**src/rtl/df_erase_pkg.sv**
```systemverilog
// Shared constants and types for the region eraser.
// Assumes: opcodes are fixed by the flash command set; block is 8 pages.
package df_erase_pkg;
    localparam logic [7:0] OP_BLOCK_ERASE = 8'h50;
    localparam logic [7:0] OP_PAGE_ERASE  = 8'h81;
    localparam logic [7:0] OP_STATUS_RD   = 8'hD7;
    localparam int         BLK_PAGES      = 8;

    typedef enum logic [1:0] {
        ERR_NONE    = 2'd0,
        ERR_ALIGN   = 2'd1,
        ERR_RANGE   = 2'd2,
        ERR_TIMEOUT = 2'd3
    } err_code_e;

    typedef enum logic [2:0] {
        S_IDLE,
        S_DIV,
        S_CHECK,
        S_CMD,
        S_GAP,
        S_POLL,
        S_ADV
    } seq_state_e;
endpackage

```
**src/rtl/df_serial_div.sv**
```systemverilog
// Restoring divider by a constant, one quotient bit per cycle.
// Assumes: 0 < DIVISOR < 2**W; 'go' while running restarts it.
module df_serial_div #(
    parameter int W       = 24,
    parameter int DIVISOR = 264
) (
    input  logic         clk,
    input  logic         rst_n,
    input  logic         go,
    input  logic [W-1:0] dividend,
    output logic         fin,
    output logic [W-1:0] quot,
    output logic [W-1:0] rem
);
    localparam int CW = $clog2(W + 1);

    logic [W:0]    acc;
    logic [W-1:0]  q;
    logic [CW-1:0] cnt;
    logic          run;
    logic [W:0]    shifted;
    logic          fits;

    // Next partial remainder and whether the divisor fits into it.
    always_comb begin
        shifted = {acc[W-1:0], q[W-1]};
        fits    = shifted >= (W+1)'(DIVISOR);
    end

    // Iterate W steps after 'go', then raise fin.
    always_ff @(posedge clk) begin
        if (!rst_n) begin
            acc <= '0;
            q   <= '0;
            cnt <= '0;
            run <= 1'b0;
            fin <= 1'b0;
        end else if (go) begin
            acc <= '0;
            q   <= dividend;
            cnt <= '0;
            run <= 1'b1;
            fin <= 1'b0;
        end else if (run) begin
            acc <= fits ? (shifted - (W+1)'(DIVISOR)) : shifted;
            q   <= {q[W-2:0], fits};
            cnt <= cnt + 1'b1;
            if (cnt == CW'(W - 1)) begin
                run <= 1'b0;
                fin <= 1'b1;
            end
        end
    end

    assign quot = q;
    assign rem  = acc[W-1:0];
endmodule

```
**src/rtl/df_cmd_form.sv**
```systemverilog
// Forms the outgoing byte for erase and status-read transactions.
// Assumes: byte_sel counts bytes within the current transaction.
module df_cmd_form
    import df_erase_pkg::*;
#(
    parameter int ADDR_W     = 24,
    parameter int PAGE_SHIFT = 9
) (
    input  logic [ADDR_W-1:0] cur_page,
    input  logic [ADDR_W-1:0] rem_pages,
    input  logic [1:0]        byte_sel,
    input  logic              is_poll,
    output logic              use_block,
    output logic [7:0]        tx_byte,
    output logic              tx_end
);
    logic [7:0] addr_hi;
    logic [7:0] addr_mid;

    // Choose block erase at a group boundary with a full group left.
    assign use_block = (cur_page[2:0] == 3'b000) &&
                       (rem_pages >= ADDR_W'(BLK_PAGES));

    // Device address bytes from the shifted page number.
    assign addr_hi  = 8'((32'(cur_page) << PAGE_SHIFT) >> 16);
    assign addr_mid = 8'((32'(cur_page) << PAGE_SHIFT) >> 8);

    // Select the byte and the end-of-transaction flag.
    always_comb begin
        if (is_poll) begin
            tx_byte = (byte_sel == 2'd0) ? OP_STATUS_RD : 8'h00;
            tx_end  = (byte_sel == 2'd1);
        end else begin
            unique case (byte_sel)
                2'd0:    tx_byte = use_block ? OP_BLOCK_ERASE : OP_PAGE_ERASE;
                2'd1:    tx_byte = addr_hi;
                2'd2:    tx_byte = addr_mid;
                default: tx_byte = 8'h00;
            endcase
            tx_end = (byte_sel == 2'd3);
        end
    end
endmodule

```
**src/rtl/df_poll_timer.sv**
```systemverilog
// Spaces status polls and counts consecutive not-ready polls.
// Assumes: POLL_GAP >= 1, TIMEOUT_POLLS >= 1.
module df_poll_timer #(
    parameter int POLL_GAP      = 16,
    parameter int TIMEOUT_POLLS = 1000
) (
    input  logic clk,
    input  logic rst_n,
    input  logic gap_run,
    input  logic miss_clr,
    input  logic miss_inc,
    output logic gap_done,
    output logic last_miss
);
    localparam int GW = $clog2(POLL_GAP + 1);
    localparam int MW = $clog2(TIMEOUT_POLLS + 1);

    logic [GW-1:0] gap_cnt;
    logic [MW-1:0] miss_cnt;

    // Count idle cycles while the gap is running.
    always_ff @(posedge clk) begin
        if (!rst_n || !gap_run) gap_cnt <= '0;
        else                    gap_cnt <= gap_cnt + 1'b1;
    end

    // Count not-ready polls for the current command.
    always_ff @(posedge clk) begin
        if (!rst_n || miss_clr) miss_cnt <= '0;
        else if (miss_inc)      miss_cnt <= miss_cnt + 1'b1;
    end

    assign gap_done  = gap_run && (gap_cnt == GW'(POLL_GAP - 1));
    assign last_miss = (miss_cnt == MW'(TIMEOUT_POLLS - 1));
endmodule

```
**src/rtl/df_erase_seq.sv**
```systemverilog
// Region erase sequencer: validates a byte region, then issues page or
// block erases with status polling over a byte transaction port.
// Assumes: the port holds txn_ack for one cycle per byte and returns
// the received byte with it; ADDR_W <= 32.
module df_erase_seq
    import df_erase_pkg::*;
#(
    parameter int ADDR_W        = 24,
    parameter int PAGE_SIZE     = 264,
    parameter int PAGE_SHIFT    = 9,
    parameter int NUM_PAGES     = 2048,
    parameter int POLL_GAP      = 16,
    parameter int TIMEOUT_POLLS = 1000
) (
    input  logic              clk,
    input  logic              rst_n,
    input  logic              start,
    input  logic [ADDR_W-1:0] start_addr,
    input  logic [ADDR_W-1:0] length,
    output logic              busy,
    output logic              done,
    output logic              err,
    output logic [1:0]        err_code,
    output logic              txn_req,
    output logic [7:0]        txn_byte,
    output logic              txn_end,
    input  logic              txn_ack,
    input  logic [7:0]        txn_rx
);
    localparam int NOPS = 2;

    seq_state_e        state;
    logic [1:0]        byte_idx;
    logic [ADDR_W-1:0] cur_page;
    logic [ADDR_W-1:0] rem_pages;
    logic              done_q;
    logic              err_q;
    err_code_e         code_q;

    logic              div_go;
    logic [NOPS-1:0]   div_fin;
    logic [ADDR_W-1:0] div_in   [NOPS];
    logic [ADDR_W-1:0] div_quot [NOPS];
    logic [ADDR_W-1:0] div_rem  [NOPS];

    logic              use_block;
    logic              gap_done;
    logic              last_miss;
    logic              miss_inc;
    logic              dev_ready;
    logic              misaligned;
    logic              over_end;
    logic [ADDR_W:0]   end_page;

    assign div_go    = (state == S_IDLE) && start;
    assign div_in[0] = start_addr;
    assign div_in[1] = length;

    // One divider per operand: start address and length.
    for (genvar g = 0; g < NOPS; g++) begin : g_div
        df_serial_div #(
            .W       (ADDR_W),
            .DIVISOR (PAGE_SIZE)
        ) i_div (
            .clk      (clk),
            .rst_n    (rst_n),
            .go       (div_go),
            .dividend (div_in[g]),
            .fin      (div_fin[g]),
            .quot     (div_quot[g]),
            .rem      (div_rem[g])
        );
    end

    df_cmd_form #(
        .ADDR_W     (ADDR_W),
        .PAGE_SHIFT (PAGE_SHIFT)
    ) i_form (
        .cur_page  (cur_page),
        .rem_pages (rem_pages),
        .byte_sel  (byte_idx),
        .is_poll   (state == S_POLL),
        .use_block (use_block),
        .tx_byte   (txn_byte),
        .tx_end    (txn_end)
    );

    df_poll_timer #(
        .POLL_GAP      (POLL_GAP),
        .TIMEOUT_POLLS (TIMEOUT_POLLS)
    ) i_timer (
        .clk       (clk),
        .rst_n     (rst_n),
        .gap_run   (state == S_GAP),
        .miss_clr  (state == S_CMD),
        .miss_inc  (miss_inc),
        .gap_done  (gap_done),
        .last_miss (last_miss)
    );

    // Region checks on the divider results.
    always_comb begin
        misaligned = (div_rem[0] != '0) || (div_rem[1] != '0);
        end_page   = {1'b0, div_quot[0]} + {1'b0, div_quot[1]};
        over_end   = end_page > (ADDR_W+1)'(NUM_PAGES);
    end

    // Ready means bit 7 set and not a floating all-ones bus.
    assign dev_ready = txn_rx[7] && (txn_rx != 8'hFF);
    assign miss_inc  = (state == S_POLL) && txn_ack && (byte_idx == 2'd1) &&
                       !dev_ready && !last_miss;

    // Main sequencing: validate, erase, gap, poll, advance.
    always_ff @(posedge clk) begin
        if (!rst_n) begin
            state     <= S_IDLE;
            byte_idx  <= '0;
            cur_page  <= '0;
            rem_pages <= '0;
            done_q    <= 1'b0;
            err_q     <= 1'b0;
            code_q    <= ERR_NONE;
        end else begin
            done_q <= 1'b0;
            err_q  <= 1'b0;
            unique case (state)
                S_IDLE: begin
                    if (start) begin
                        state  <= S_DIV;
                        code_q <= ERR_NONE;
                    end
                end
                S_DIV: begin
                    if (&div_fin) state <= S_CHECK;
                end
                S_CHECK: begin
                    cur_page  <= div_quot[0];
                    rem_pages <= div_quot[1];
                    byte_idx  <= '0;
                    if (misaligned) begin
                        state  <= S_IDLE;
                        err_q  <= 1'b1;
                        code_q <= ERR_ALIGN;
                    end else if (over_end) begin
                        state  <= S_IDLE;
                        err_q  <= 1'b1;
                        code_q <= ERR_RANGE;
                    end else if (div_quot[1] == '0) begin
                        state  <= S_IDLE;
                        done_q <= 1'b1;
                    end else begin
                        state <= S_CMD;
                    end
                end
                S_CMD: begin
                    if (txn_ack) begin
                        byte_idx <= byte_idx + 1'b1;
                        if (byte_idx == 2'd3) state <= S_GAP;
                    end
                end
                S_GAP: begin
                    byte_idx <= '0;
                    if (gap_done) state <= S_POLL;
                end
                S_POLL: begin
                    if (txn_ack) begin
                        byte_idx <= byte_idx + 1'b1;
                        if (byte_idx == 2'd1) begin
                            byte_idx <= '0;
                            if (dev_ready) begin
                                state <= S_ADV;
                            end else if (last_miss) begin
                                state  <= S_IDLE;
                                err_q  <= 1'b1;
                                code_q <= ERR_TIMEOUT;
                            end else begin
                                state <= S_GAP;
                            end
                        end
                    end
                end
                S_ADV: begin
                    byte_idx <= '0;
                    if (use_block) begin
                        cur_page  <= cur_page + ADDR_W'(BLK_PAGES);
                        rem_pages <= rem_pages - ADDR_W'(BLK_PAGES);
                    end else begin
                        cur_page  <= cur_page + 1'b1;
                        rem_pages <= rem_pages - 1'b1;
                    end
                    if (rem_pages == (use_block ? ADDR_W'(BLK_PAGES) : ADDR_W'(1))) begin
                        state  <= S_IDLE;
                        done_q <= 1'b1;
                    end else begin
                        state <= S_CMD;
                    end
                end
                default: state <= S_IDLE;
            endcase
        end
    end

    assign busy     = (state != S_IDLE);
    assign done     = done_q;
    assign err      = err_q;
    assign err_code = code_q;
    assign txn_req  = (state == S_CMD) || (state == S_POLL);
endmodule

```
**config.mk**
```make
export PLATFORM = sky130hd
export DESIGN_NAME = df_erase_seq
export DESIGN_NICKNAME = d
export VERILOG_FILES = /design/src/rtl/df_erase_pkg.sv /design/src/rtl/df_serial_div.sv /design/src/rtl/df_cmd_form.sv /design/src/rtl/df_poll_timer.sv /design/src/rtl/df_erase_seq.sv
export SDC_FILE = /design/constraint.sdc
export NUM_CORES = 1
export LEC_CHECK = 0
export BUFFER_PORTS_ARGS = -buffer_cell sky130_fd_sc_hd__clkbuf_2
export CORE_MARGIN = 2
export CORE_UTILIZATION = 45
export DETAILED_ROUTE_END_ITERATION = 10
export GPL_ROUTABILITY_DRIVEN = 0
export PLACE_DENSITY = 0.67
export SYNTH_ARGS = -nofsm -noshare
export SYNTH_HDL_FRONTEND = slang
export SYNTH_SLANG_ARGS = --single-unit
```
**constraint.sdc**
```tcl
create_clock -name clk -period 3.95 [get_ports clk]
set_input_delay 0.79 -clock clk [delete_from_list [all_inputs] [get_ports clk]]
set_output_delay 0.79 -clock clk [all_outputs]
set_load 0.1 [all_outputs]
```
==> out/results.tsv, run 1 <==
stage	metric	value	unit
power_and_ir_drop	power	10.01	mW
placement	numPortBuffers	74	
hold_path	worstHoldPathType	flop to flop	
run_status	run_status	complete, no violations	
logic_synthesis	yosysUniqueCellTypes	82	
placement	place_hpwl	19.83	mm
worst_setup_path	worstSetupStartpointType	flop	
logic_synthesis	async_reset_ff_share	0	%
worst_setup_path	r2r_slack	630	ps
die	ios	75	
die	initial_core_util	45.65	%
worst_setup_path	cp_data_arrival_time	3000	ps
detailed_routing	routed_wirelength	28.41	mm
cells_and_area	nNetsFinal	1468	
clock_network	cts_setup_buffers	0	
global_routing	grt_pass1_wl	46.95	mm
sta	clock_skew	9.250	ps
worst_setup_path	crit_cells	9	
worst_setup_path	worst-path-buf-inv	2	
global_routing	grt_max_degree	78	
logic_synthesis	seq_area_frac_synth	32.51	%
logic_synthesis	synth_flop_cell	dfxtp_1	
clock_network	cts_tree	yes	
hold_path	min_to	i_timer.gap_cnt[0]	
worst_setup_path	r2r-end	state[0]	
worst_setup_path	r2r_start	g_div[1].i_div.quot[4]	
logic_synthesis	synth_top_area_share	32.51	%
logic_synthesis	synthAdderAreaFrac	5.357	%
die	die-area	24920	um^2
sta	timing.final.hold_violations	0	
cells_and_area	synthToLayoutAreaGrowth	11.84	%
clock_network	postCtsResizedCells	0	
cells_and_area	antenna_cells	0	
logic_synthesis	synth_edf_count	0	
logic_synthesis	synth.cell_area	10650	um^2
worst_setup_path	cpPeakStageDelay	620	ps
worst_setup_path	cp_cell_sequence	or4_1 > or4_4 > nand4bb_1 > o21a_2 > inv_2 > o21ai_0 > nand2_1 > o21ai_0 > buf_2	
hold_path	hold_start	i_timer.gap_cnt[0]	
die	die_x	157.9	um
die	core	23330	um^2
global_routing	track_usage	23.26	%
clock_network	cts_buffer_depth	2	
logic_synthesis	synthTopCellsByCount	198 x nor2_1, 173 x dfxtp_1, 110 x nand2_1	
logic_synthesis	synthMuxAreaShare	6.320	%
die	row_count	56	
clock_network	clock-sinks	173	
logic_synthesis	synth_xor_area_share	5.427	%
global_routing	grt_pass1_vias	9341	
detailed_routing	via_per_inst	5.842	
flow_run	cap_viol_max_count	0	
sta	tns	0	ps
logic_synthesis	yosys_warnings	0	
die	die_h	157.9	um
worst_setup_path	cp.required	3160	ps
sta	period_minus_slack	3789	ps
hold_path	whs_path_depth	1	
logic_synthesis	avgSynthCellArea	7.991	um^2
worst_setup_path	critPathCaptureType	output pin	
clock_network	cts_hold_buf	0	
detailed_routing	drcViolationCount	0	
global_routing	antenna_found_initial	1	
worst_setup_path	critPathSlowestCell	or4_1	
sta	rsz0062_at_grt	no	
sta	fmax	0.2639	GHz
detailed_routing	dr.pass1.iters	6	
logic_synthesis	synth_top_family_by_area	simple AND/OR/NAND/NOR gates	
detailed_routing	postRouteAntennaNets	0	
global_routing	overflow	0	
logic_synthesis	yosys.area_share.simple	23.72	%
logic_synthesis	synth.most_common_cell	nor2_1	
cells_and_area	drive_gt1_share	11.41	%
sta	fin_crit_sh	95.93	%
worst_setup_path	setup.worst_path.class	flop to output pin	
sta	slew_violations	0	
logic_synthesis	synth_compound_area_share	22.00	%
sta	tightestPinTransition	1064	ps
power_and_ir_drop	ir_drop	1.412	mV
logic_synthesis	mappedNetlistNets	1438	
logic_synthesis	ys_ff_latch	173	
worst_setup_path	path_max_fanout	8	
worst_setup_path	r2r_cells	10	
clock_network	clk_pin_slew_worst_paths	70	ps
power_and_ir_drop	power.leakage	4.566	nW
clock_network	root_buffer	clkbuf_16	
sta	setup_viol	0	
detailed_routing	routed-via-count	9902	
detailed_routing	post_drt_wl_per_cell	16.76	um
power_and_ir_drop	powerDensity	840.5	nW/um^2
logic_synthesis	syn_inst	1333	
clock_network	numCtsBuffers	17	
worst_setup_path	critPathTopFamily	simple AND/OR/NAND/NOR gates	
sta	slew_headroom	29.06	%
logic_synthesis	synth.area.top_cells	dfxtp_1 33%, nor2_1 7.0%, a211oi_1 6.3%	
logic_synthesis	synth_top_area_cell	dfxtp_1	
clock_network	clock_latency	430	ps
detailed_routing	drt-initial-drc-count	704	
worst_setup_path	cp_common_cell	o21ai_0	
clock_network	cts_max_level	4	
## worst reg2reg max path, stage by stage, from the launching register on
cell and delay, ps:
dfxtp_1 360, ha_1 430, nand3_1 110, o211ai_1 320, nand2_1 190, a211oi_1 520, nor2_1 90, a211o_1 300
nor4_4 430, nand4b_1 210, a311oi_2 270
## routing by layer
layer / vias up / global-route usage, % / part of all wire [%]
met2: 259 / 37.29 / 45
met3: 71 / 3.915 / 4.5
met4: 2 / 10.13 / 3.7
met1: 4647 / 30.78 / 47
met5: - / 0 / 0.035
li1: 4923 / - / -
## worst max path at each step
stage / from / slack (ps) / end
2_1_floorplan: rem_pages[15] / 30 / txn_byte[4]
3_3_place_gp: rem_pages[15] / 560 / txn_byte[4]
3_5_place_dp: rem_pages[15] / 530 / txn_byte[6]
4_1_cts: rem_pages[15] / 50 / txn_byte[6]
5_1_grt: rem_pages[15] / 20 / txn_byte[0]
6_report: rem_pages[15] / 160 / txn_byte[6]
## state kept, by name, indices dropped and copies added, names as in the netlist
signal / cells
i_timer.miss_cnt: 10
err: 1
g_div.i_div.fin: 2
g_div.i_div.cnt: 10
g_div.i_div.acc: 48
cur_page: 15
done: 1
g_div.i_div.quot: 48
byte_idx: 2
g_div.i_div.run: 2
state: 3
i_timer.gap_cnt: 5
err_code: 2
rem_pages: 24
## cell type report
class	instances	area (um^2)
fillers	2230	11420
clock buffers	20	466.7
repair buffers	93	528.0
well taps	319	399.1
flip-flops and latches	173	3470
multi-input cells	1035	6705
inverters	43	161.4
clock inverters	12	182.7
## cells by family after synthesis
family,Yosys count
DFF,173
muxes,67
AOI/OAI and AO/OA,340
xor gates and xnor gates,66
and+or+nand+nor,517
adders and majority gates,45
buffers and inverters,125
## metrics by stage
step / std cells / area, um^2 / util [%] / worst slack (ps) / hold slack, ps
after detailed placement: 1663 / 11250 / 48.23 / 532.6 / 455.1
after CTS: 1695 / 11900 / 51.01 / 49.29 / 465.1
after global routing: 1695 / 11910 / 51.06 / 15.23 / 500.5
after floorplan: 1333 / 10650 / - / 28.87 / 417.5
after global placement: 1663 / 11250 / 48.23 / 562.1 / 430.9
final: 1695 / 11910 / 51.06 / 160.8 / 457.8
## placed cells by master, fill, tap and decap left out, drive strengths merged, types with 7 or more instances in the layout
cell type and n:
mux2i 65, buf 22, nand2 110, nand3 31
a31oi 9, o2111ai 8, dfxtp 173, o221a 7
and3 9, nor4 31, clkbuf 91, ha 44
nor3 39, or3 10, o21ai 71, a21oi 61
xnor2 27, a22oi 14, nor2 199, inv 44
o211ai 8, nand4 22, and2 7, a211oi 90
xor2 39, nor2b 11, a311oi 11, o21a 10
nand2b 14
## power by group
group | internal [mW] | total (mW) | switching, mW | leakage [nW]
sequential | 2.13 | 2.76 | 0.631 | 1.42
combinational | 1.93 | 5.39 | 3.45 | 2.84
clock | 1.12 | 1.87 | 0.753 | 0.309
Note: power is estimated with default switching activity, not from simulation.
==> run 2, diff against run 1 <==
--- a/config.mk
+++ b/config.mk
@@ -6,10 +6,11 @@
 export NUM_CORES = 1
 export LEC_CHECK = 0
-export BUFFER_PORTS_ARGS = -buffer_cell sky130_fd_sc_hd__clkbuf_2
 export CORE_MARGIN = 2
 export CORE_UTILIZATION = 45
 export DETAILED_ROUTE_END_ITERATION = 10
+export DONT_BUFFER_PORTS = 1
 export GPL_ROUTABILITY_DRIVEN = 0
-export PLACE_DENSITY = 0.67
+export PLACE_DENSITY = 0.65
+export SKIP_CTS_REPAIR_TIMING = 1
 export SYNTH_ARGS = -nofsm -noshare
 export SYNTH_HDL_FRONTEND = slang
==> constraint.sdc (replaced) <==
create_clock -name clk -period 3.95 [get_ports clk]
set_input_delay 0 -clock clk [delete_from_list [all_inputs] [get_ports clk]]
set_output_delay 0 -clock clk [all_outputs]
set_load 0.1 [all_outputs]
==> run 2 against run 1 <==
The run now ends with negative hold slack left. Clock power down 12%. Combinational power is 3% lower. Count of clock-buffer cells in the layout shrank 2. First-iteration DRC count decreased by 3.3%. Largest cell class unchanged.
==> out/results.tsv, run 2 (synthesized netlist as in run 1, its figures left out) <==
stage	metric	value	unit	change
worst_setup_path	cp.required	4290	ps	+1130 ps
die	row_count	56		unchanged
detailed_routing	via_per_inst	5.901		+1.0%
sta	period_minus_slack	3314	ps	-475.3 ps
worst_setup_path	r2r_cells	11		+1
sta	timing.final.hold_violations	1		+1
worst_setup_path	critPathCaptureType	flop		
power_and_ir_drop	pwr-share-seq	29.1	%	+1.6 points
clock_network	clk_pin_slew_worst_paths	70	ps	about the same
die	die-area	24920	um^2	unchanged
worst_setup_path	r2r_slack	640	ps	about the same
global_routing	grt_pass1_vias	9013		-3.5%
die	die_h	157.9	um	unchanged
sta	whs	-42.22	ps	-500.0 ps
clock_network	cts_tree	yes		
hold_path	worstHoldPathType	primary input to flop		
detailed_routing	postRouteAntennaNets	0		unchanged
sta	clock_skew	10.31	ps	+1.064 ps
power_and_ir_drop	pwr-share-comb	53.8	%	about the same
die	ios	75		unchanged
power_and_ir_drop	powerDensity	806.8	nW/um^2	-4.0%
detailed_routing	drcViolationCount	0		unchanged
detailed_routing	drt-initial-drc-count	681		-3.3%
run_status	violations	negative hold slack		
global_routing	overflow	0		unchanged
global_routing	grt_max_degree	95		+22%
hold_path	whs_path_depth	3		+2
sta	tightestPinTransition	1100	ps	+35.79 ps
sta	setup_viol	0		unchanged
die	core	23330	um^2	unchanged
die	die_x	157.9	um	unchanged
power_and_ir_drop	clock_power_share	17.1	%	-1.6 points
sta	tns	0	ps	unchanged
detailed_routing	post_drt_wl_per_cell	17.49	um	+4.3%
worst_setup_path	cp_data_arrival_time	3660	ps	+660 ps
cells_and_area	drive_gt1_share	6.440	%	-5.0 points
clock_network	clock-sinks	173		unchanged
placement	place_hpwl	20.31	mm	+2.4%
global_routing	track_usage	23.29	%	+0.030 points
sta	slew_headroom	26.66	%	-2.4 points
worst_setup_path	setup.worst_path.class	flop to flop		
power_and_ir_drop	ir_drop	1.010	mV	-28%
power_and_ir_drop	switching_power	4.861	mW	+0.52%
sta	slew_violations	0		unchanged
cells_and_area	final_common_cell	nor2_1		
sta	fmax	0.3018	GHz	+14%
cells_and_area	fillCellCount	2201		-1.3%
worst_setup_path	worstSetupStartpointType	flop		
placement	numPortBuffers	0		-100%
clock_network	clock_latency	430	ps	about the same
clock_network	cts_max_level	4		unchanged
cells_and_area	synthToLayoutAreaGrowth	12.55	%	
worst_setup_path	r2r-end	state[0]		
worst_setup_path	r2r_start	g_div[1].i_div.quot[0]		
cells_and_area	nNetsFinal	1443		-1.7%
sta	rsz0062_at_grt	no		
power_and_ir_drop	power.leakage	4.428	nW	-3.0%
power_and_ir_drop	p_int	4.811	mW	-7.1%
clock_network	numCtsBuffers	17		unchanged
clock_network	root_buffer	clkbuf_16		
detailed_routing	routed_wirelength	29.24	mm	+2.9%
worst_setup_path	path_max_fanout	5		-3
power_and_ir_drop	power	9.672	mW	-3.4%
global_routing	grt_pass1_wl	46.31	mm	-1.4%
die	initial_core_util	45.65	%	unchanged
clock_network	cts_buffer_depth	2		unchanged
hold_path	hold_start	start		
power_and_ir_drop	sw_frac_of_total	50.25	%	+2.0 points
detailed_routing	dr.pass1.iters	5		-1
global_routing	antenna_found_initial	3		+2
detailed_routing	routed-via-count	9866		-0.36%
run_status	run_status	finished with violations		
flow_run	cap_viol_max_count	0		unchanged
sta	fin_crit_sh	83.89	%	-12 points
hold_path	min_to	err_code[1]		
cells_and_area	layout_common_cells	196 x nor2_1, 170 x dfxtp_1, 108 x nand2_1		
-- run 2: metal layers --
metal | part of all wire [%] | wire, um | track usage [%] | vias up
met3 | 5.1 | 1503 | 6.159 | 70
met1 | 47 | 13600 | 30.15 | 4628
met4 | 3.6 | 1041 | 9.870 | 2
met2 | 45 | 13080 | 36.58 | 281
li1 | - | - | - | 4885
met5 | 0.044 | 13 | 0 | -
-- run 2: worst max-delay path, stage by stage (launching register included) --
cell and delay [ps]:
dfxtp_1 370, ha_1 250, fa_1 420, a21oi_1 220, o221a_1 270, mux2i_1 230, o2111ai_1 140, nor4_1 310
o221ai_1 230, a211oi_4 320, nand4b_1 190, a311oi_2 270
-- run 2: how the worst max path moves through the flow --
stage | endpoint | cells after the start | slack [ps] | start
final | state[0] | 11 | 640 | g_div[1].i_div.quot[0]
after global routing | rem_pages[23] | 10 | 330 | rem_pages[15]
after CTS | state[0] | 11 | 650 | g_div[1].i_div.quot[0]
after detailed placement | state[0] | 11 | 660 | g_div[1].i_div.quot[0]
after global placement | state[0] | 11 | 750 | g_div[1].i_div.quot[0]
after floorplan | txn_byte[4] | 9 | 820 | rem_pages[15]
-- run 2: cell type report --
class                      instances  area [um^2]  area share (%)
timing repair buffer              68        653.1           5.448
sequential                       173         3470           28.94
inverter                          43        161.4           1.346
multi-input combinational       1035         6735           56.18
antenna                            2        5.005         0.04175
tap                              319        399.1           3.330
clock buffer                      18        429.2           3.580
clock inverter                    14        135.1           1.127
-- run 2: stage by stage --
| step | cell area, um^2 | hold slack (ps) | utilization [%] | worst slack, ps | std cells |
|---|---|---|---|---|---|
| detailed placement | 10880 | 128.1 | 46.62 | 662.0 | 1585 |
| floorplan | 10650 | 143.9 | - | 818.9 | 1333 |
| global placement | 10880 | 126.9 | 46.62 | 751.4 | 1585 |
| finish | 11990 | -42.22 | 51.38 | 636.2 | 1672 |
| CTS | 11440 | -323.5 | 49.04 | 653.8 | 1617 |
| global route | 11990 | 4.181 | 51.37 | 333.6 | 1671 |
-- run 2: power groups by stage --
stage                     logic [mW]  clock network (mW)  registers, mW
after floorplan                 4.18                   0           2.53
after global placement          5.05                   0           2.83
after detailed placement        5.09                   0           2.84
after CTS                       5.12                1.67           2.81
after global routing            5.74                1.75           2.88
final                           5.21                1.65           2.81
